===== src/rtl/ssn_code_pkg.sv =====
package ssn_code_pkg;
  localparam int unsigned SYM_W = 3;
  localparam int unsigned PAY_W = 2;

  typedef logic [SYM_W-1:0] sym_t;
  typedef logic [PAY_W-1:0] pay_t;

  localparam sym_t RESET_SYM = 3'b001;

  function automatic sym_t enc_sym(pay_t d);
    case (d)
      2'b00:   enc_sym = 3'b001;
      2'b01:   enc_sym = 3'b010;
      2'b10:   enc_sym = 3'b100;
      default: enc_sym = 3'b011;
    endcase
  endfunction

  function automatic logic sym_legal(sym_t s);
    sym_legal = (s == 3'b001) || (s == 3'b010) || (s == 3'b100) || (s == 3'b011);
  endfunction

  function automatic pay_t dec_sym(sym_t s);
    case (s)
      3'b010:  dec_sym = 2'b01;
      3'b100:  dec_sym = 2'b10;
      3'b011:  dec_sym = 2'b11;
      default: dec_sym = 2'b00;
    endcase
  endfunction
endpackage


===== src/rtl/ssn_lane_enc.sv =====
module ssn_lane_enc
  import ssn_code_pkg::*;
(
  input  logic clk_i,
  input  logic rst_ni,
  input  logic load_i,
  input  pay_t data_i,
  output sym_t sym_o
);
  sym_t sym_q;

  always_ff @(posedge clk_i or negedge rst_ni) begin
    if (!rst_ni)     sym_q <= RESET_SYM;
    else if (load_i) sym_q <= enc_sym(data_i);
  end

  assign sym_o = sym_q;

  a_r5_legal_word: assert property (@(posedge clk_i) disable iff (!rst_ni)
    sym_q != 3'b000 && sym_q != 3'b111);
  a_r5_no_rise_all: assert property (@(posedge clk_i) disable iff (!rst_ni)
    (sym_q == 3'b000) |=> (sym_q != 3'b111));
  a_r5_no_fall_all: assert property (@(posedge clk_i) disable iff (!rst_ni)
    (sym_q == 3'b111) |=> (sym_q != 3'b000));
  a_r4_idle_hold: assert property (@(posedge clk_i) disable iff (!rst_ni)
    !load_i |=> $stable(sym_q));
  a_r3_load: assert property (@(posedge clk_i) disable iff (!rst_ni)
    load_i |=> ($countones(sym_q) == 1 || sym_q == 3'b011));
endmodule


===== src/rtl/ssn_lane_dec.sv =====
module ssn_lane_dec
  import ssn_code_pkg::*;
(
  input  logic clk_i,
  input  logic rst_ni,
  input  sym_t sym_i,
  output pay_t data_o,
  output logic ok_o,
  output logic err_o
);
  pay_t data_q;
  logic ok_q, err_q;

  always_ff @(posedge clk_i or negedge rst_ni) begin
    if (!rst_ni) begin
      data_q <= '0;
      ok_q   <= 1'b0;
      err_q  <= 1'b0;
    end else begin
      data_q <= dec_sym(sym_i);
      ok_q   <= sym_legal(sym_i);
      err_q  <= !sym_legal(sym_i);
    end
  end

  assign data_o = data_q;
  assign ok_o   = ok_q;
  assign err_o  = err_q;

  a_r7_all_ones_err: assert property (@(posedge clk_i) disable iff (!rst_ni)
    (sym_i == 3'b111) |=> err_q);
  a_r7_all_zero_err: assert property (@(posedge clk_i) disable iff (!rst_ni)
    (sym_i == 3'b000) |=> err_q);
  a_r7_exclusive: assert property (@(posedge clk_i) disable iff (!rst_ni)
    !(ok_q && err_q));
endmodule


===== src/rtl/ssn_bus_link.sv =====
module ssn_bus_link
  import ssn_code_pkg::*;
#(
  parameter int unsigned LANES = 2,
  localparam int unsigned DW = PAY_W * LANES,
  localparam int unsigned BW = SYM_W * LANES
) (
  input  logic          clk_i,
  input  logic          rst_ni,
  input  logic [DW-1:0] tx_data_i,
  input  logic          tx_valid_i,
  output logic [BW-1:0] bus_o,
  input  logic [BW-1:0] bus_i,
  output logic [DW-1:0] rx_data_o,
  output logic          rx_valid_o,
  output logic [LANES-1:0] rx_err_o
);
  logic [LANES-1:0] lane_ok;

  for (genvar k = 0; k < LANES; k++) begin : g_lane
    ssn_lane_enc i_enc (
      .clk_i  (clk_i),
      .rst_ni (rst_ni),
      .load_i (tx_valid_i),
      .data_i (tx_data_i[PAY_W*k +: PAY_W]),
      .sym_o  (bus_o[SYM_W*k +: SYM_W])
    );
    ssn_lane_dec i_dec (
      .clk_i  (clk_i),
      .rst_ni (rst_ni),
      .sym_i  (bus_i[SYM_W*k +: SYM_W]),
      .data_o (rx_data_o[PAY_W*k +: PAY_W]),
      .ok_o   (lane_ok[k]),
      .err_o  (rx_err_o[k])
    );
  end

  assign rx_valid_o = &lane_ok;

  a_r7_err_blocks_valid: assert property (@(posedge clk_i) disable iff (!rst_ni)
    (|rx_err_o) |-> !rx_valid_o);
  a_r6_valid_means_clean: assert property (@(posedge clk_i) disable iff (!rst_ni)
    rx_valid_o |-> (rx_err_o == '0));
endmodule


===== config.mk =====
export PLATFORM = sky130hd
export DESIGN_NAME = ssn_bus_link
export DESIGN_NICKNAME = d
export VERILOG_FILES = /design/src/rtl/ssn_code_pkg.sv /design/src/rtl/ssn_lane_enc.sv /design/src/rtl/ssn_lane_dec.sv /design/src/rtl/ssn_bus_link.sv
export SDC_FILE = /design/constraint.sdc
export NUM_CORES = 1
export LEC_CHECK = 0
export BUFFER_PORTS_ARGS = -buffer_cell sky130_fd_sc_hd__buf_2
export CAP_MARGIN = 40
export CORE_MARGIN = 5
export CORE_UTILIZATION = 48
export CTS_CLUSTER_DIAMETER = 200
export CTS_CLUSTER_SIZE = 28
export DETAILED_ROUTE_END_ITERATION = 12
export GPL_ROUTABILITY_DRIVEN = 0
export PLACE_DENSITY = 0.89
export RECOVER_POWER = 50
export SYNTH_ARGS = -nofsm -noshare
export SYNTH_HDL_FRONTEND = slang
export SYNTH_SLANG_ARGS = --single-unit

===== constraint.sdc =====
create_clock -name clk_i -period 2.2 [get_ports clk_i]
set_input_delay 0.11 -clock clk_i [delete_from_list [all_inputs] [get_ports clk_i]]
set_output_delay 0.11 -clock clk_i [all_outputs]
set_load 0.01 [all_outputs]

==> reports/qor.yml <==
floorplanning:
  pin_count: 26
  rows: 13
  start_util_pct: 49.7
  die_y_um: 46.5
  die_width_um: 46.5
  core-area_mm2: 0.00128
  die_area_mm2: 0.00216
logic_synthesis:
  synth_top_area_share_pct: 47.1
  syn_inst: 50
  synth-edff-count: 0
  yosys_most_used_dff: "dfrtp_1"
  synth_nets: 69
  syn_area_per_cell_um2: 12.8
  synth_area_leaders: "dfrtp_1, ha_1, dfstp_2, mux2_2, nor2_1"
  yosysTopAreaCell: "dfrtp_1"
  ys_seq_area_share_pct: 55.3
  synth_commonest_cells: "dfrtp_1, ha_1, nor2_1, inv_1, mux2_2"
  synth_most_common_cell: "dfrtp_1"
  ys_types: 15
  synth-seq-cells: 14
  yosysWarningCount: 0
  async_flop_share_pct: 100
  synth_area_um2: 638
sta:
  final-max-slew-violation-count: 0
  finalHoldViolations: 0
  finalCritPeriodShare_pct: 46.5
  relSlewSlack_pct: 54.3
  rsz0062_at_grt: "false"
  skew_ns: 0
  setup_violations: 0
  period_needed_ns: 1.02
  tightest_slew_ns: 0.685
  fmax_mhz: 977
  fin_hold_ws_ns: 0.0970
  setup-tns-final_ns: 0
clocking:
  cts_made_buffers: 3
  root_buffer: "clkbuf_4"
  cts_sinks: 14
  clk_latency_ns: 0.26
  path_clk_slew_ns: 0.07
  cts_tree: "done"
  post_cts_buffers: 0
  cts_buffer_depth: 2
  cts-htree-levels: 1
power:
  pwr-share-comb_pct: 17.8
  pwr-share-seq_pct: 56.9
  p_leak_uw: 0.000437
  power_density_mw_per_mm2: 659
  p_sw_uw: 123
  internal_power_uw: 393
  vdd_ir_drop_max_v: 0.000478
  p_total_uw: 516
  netSwitchingFraction_pct: 23.8
  clockPowerShare_pct: 25.3
worst_setup_path:
  worst_path_dominant_cell_family: "flip-flops"
  worstPathCellList: "buf_2"
  crit_required_ns: 2.09
  regToRegStartpoint: "g_lane[0].i_enc.sym_o[2]$_DFFE_PN0P_"
  cp-start-kind: "flop"
  cp.depth: 1
  critPathKind: "flop to output pin"
  slowest_stage: "dfstp_2"
  worstRegToRegCells: 1
  critPathArrivalTime_ns: 0.91
  cp_num_buf_inv: 1
  r2r_setup_slack_ns: 1.46
  r2r_end: "g_lane[0].i_enc.sym_o[2]$_DFFE_PN0P_"
  cp_slowest_stage_delay_ns: 0.53
  end_kind: "output pin"
  path_max_fanout: 2
layout:
  seqCellArea_um2: 353
  num_antenna_cells: 0
  nets: 97
  utilization_pct: 61.0
  fin_area_um2: 783
  syn_to_final_growth_pct: 22.7
  drive_above_1_share_pct: 42.1
  nFillCells: 113
  multi_input_area_um2: 244
global_routing:
  grt_pass1_vias: 425
  grt_pass1_wl_um: 1640
  grt-ovfl-total: 0
  grt_start_max_net_pins: 15
  antenna_found_initial: 0
  grtUsageTotal_pct: 11.3
placed_design:
  portBuffers: 25
  place_area_um2: 756
  place_hpwl_um: 834
status:
  status: "completed"
flow_run:
  max_cap_violations: 0
min_path:
  hold_path_startpoint: "bus_i[4]"
  hold_path.class: "input port to flop"
  min_to: "g_lane[1].i_dec.data_o[0]$_DFF_PN0_"
  hold_depth: 2
drt:
  avgRoutedWirePerCell_um: 10.9
  totalWireLength_um: 994
  drtPass1Iterations: 3
  postRouteAntennaNets: 0
  drt-initial-drc-count: 1
  drcViolationCount: 0
  vias: 416
  vias_per_cell: 4.57
==> timing repair <==
item / CTS / global route
endpoints found under the hold margin: 14 / 0
hold buffers: 1 / 0
setup endpoints to repair: 0 / 0
resized for setup: 0 / 0
==> cells by family (layout without fill, tap and decap cells) <==
group / after synthesis / count (layout) / share of synthesized area [%]
buffers and inverters: 7 / 33 / 6.47
muxes: 4 / 4 / 7.06
xor gates and xnor gates: 4 / 4 / 5.49
adders and majority gates: 6 / 6 / 11.8
and+or+nand+nor: 11 / 11 / 10.0
AOI/OAI and AO/OA: 4 / 4 / 3.92
DFF: 14 / 14 / 55.3
==> layout by cell type, fill, tap and decap left out, drive strengths merged <==
| master | synthesis | routed |
|---|---|---|
| xnor2 | 2 | 2 |
| dlygate4sd3 | 0 | 1 |
| buf | 3 | 21 |
| inv | 4 | 4 |
| a21o | 2 | 2 |
| dfrtp | 12 | 12 |
| dfstp | 2 | 2 |
| mux2 | 4 | 4 |
| ha | 6 | 6 |
| and2b | 2 | 2 |
| and2 | 1 | 1 |
| a21oi | 2 | 2 |
| nor2 | 6 | 6 |
| xor2 | 2 | 2 |
| and3b | 2 | 2 |
| clkbuf | 0 | 7 |
==> per-stage QoR <==
step / setup WS, ns / std cells
floorplan: 1.43 / 50
global placement: 1.35 / 87
detailed placement: 1.32 / 87
CTS: 1.16 / 91
global route: 1.11 / 91
finish: 1.18 / 91
==> state kept, by name (all words and copies together), names as in the netlist <==
register,cells
g_lane.i_dec.data_o,4
g_lane.i_enc.sym_o,6
g_lane.i_dec.ok_o,2
g_lane.i_dec.err_o,2
==> worst max path at each step <==
stage,startpoint,end,slack (ns)
finish,g_lane[1].i_enc.sym_o[0]$_DFFE_PN1P_,bus_o[3],1.18
global route,rst_ni,g_lane[0].i_enc.sym_o[2]$_DFFE_PN0P_,1.11
CTS,g_lane[1].i_enc.sym_o[0]$_DFFE_PN1P_,bus_o[3],1.16
detailed placement,tx_data_i[0],g_lane[0].i_enc.sym_o[0]$_DFFE_PN1P_,1.32
global placement,tx_data_i[0],g_lane[0].i_enc.sym_o[0]$_DFFE_PN1P_,1.35
floorplan,g_lane[0].i_enc.sym_o[2]$_DFFE_PN0P_,g_lane[0].i_enc.sym_o[2]$_DFFE_PN0P_,1.43
==> metal layers <==
layer  vias to the layer above  wire [um]  global-route usage (%)
met4                         0         12                    8.52
met1                       187        367                    11.6
met2                        16        515                    19.8
met5                         -          0                       0
met3                         2         98                    2.34
li1                        211          -                       -
==> power groups by stage <==
stage	sequential [uW]	clock (uW)	combinational (uW)
2_1_floorplan	308	0	43.5
6_report	294	131	92.0
3_3_place_gp	297	0	90.9
5_1_grt	296	145	105
3_5_place_dp	299	0	94.8
4_1_cts	294	142	96.5
==> area by class of cell <==
class / count / area share (%)
Clock buffer: 3 / 2.88
Inverter: 4 / 1.92
Multi-Input combinational cell: 29 / 31.2
Sequential cell: 14 / 45.0
Tap cell: 15 / 2.40
Timing Repair Buffer: 26 / 16.6
Power figures use the tool's default switching activity.
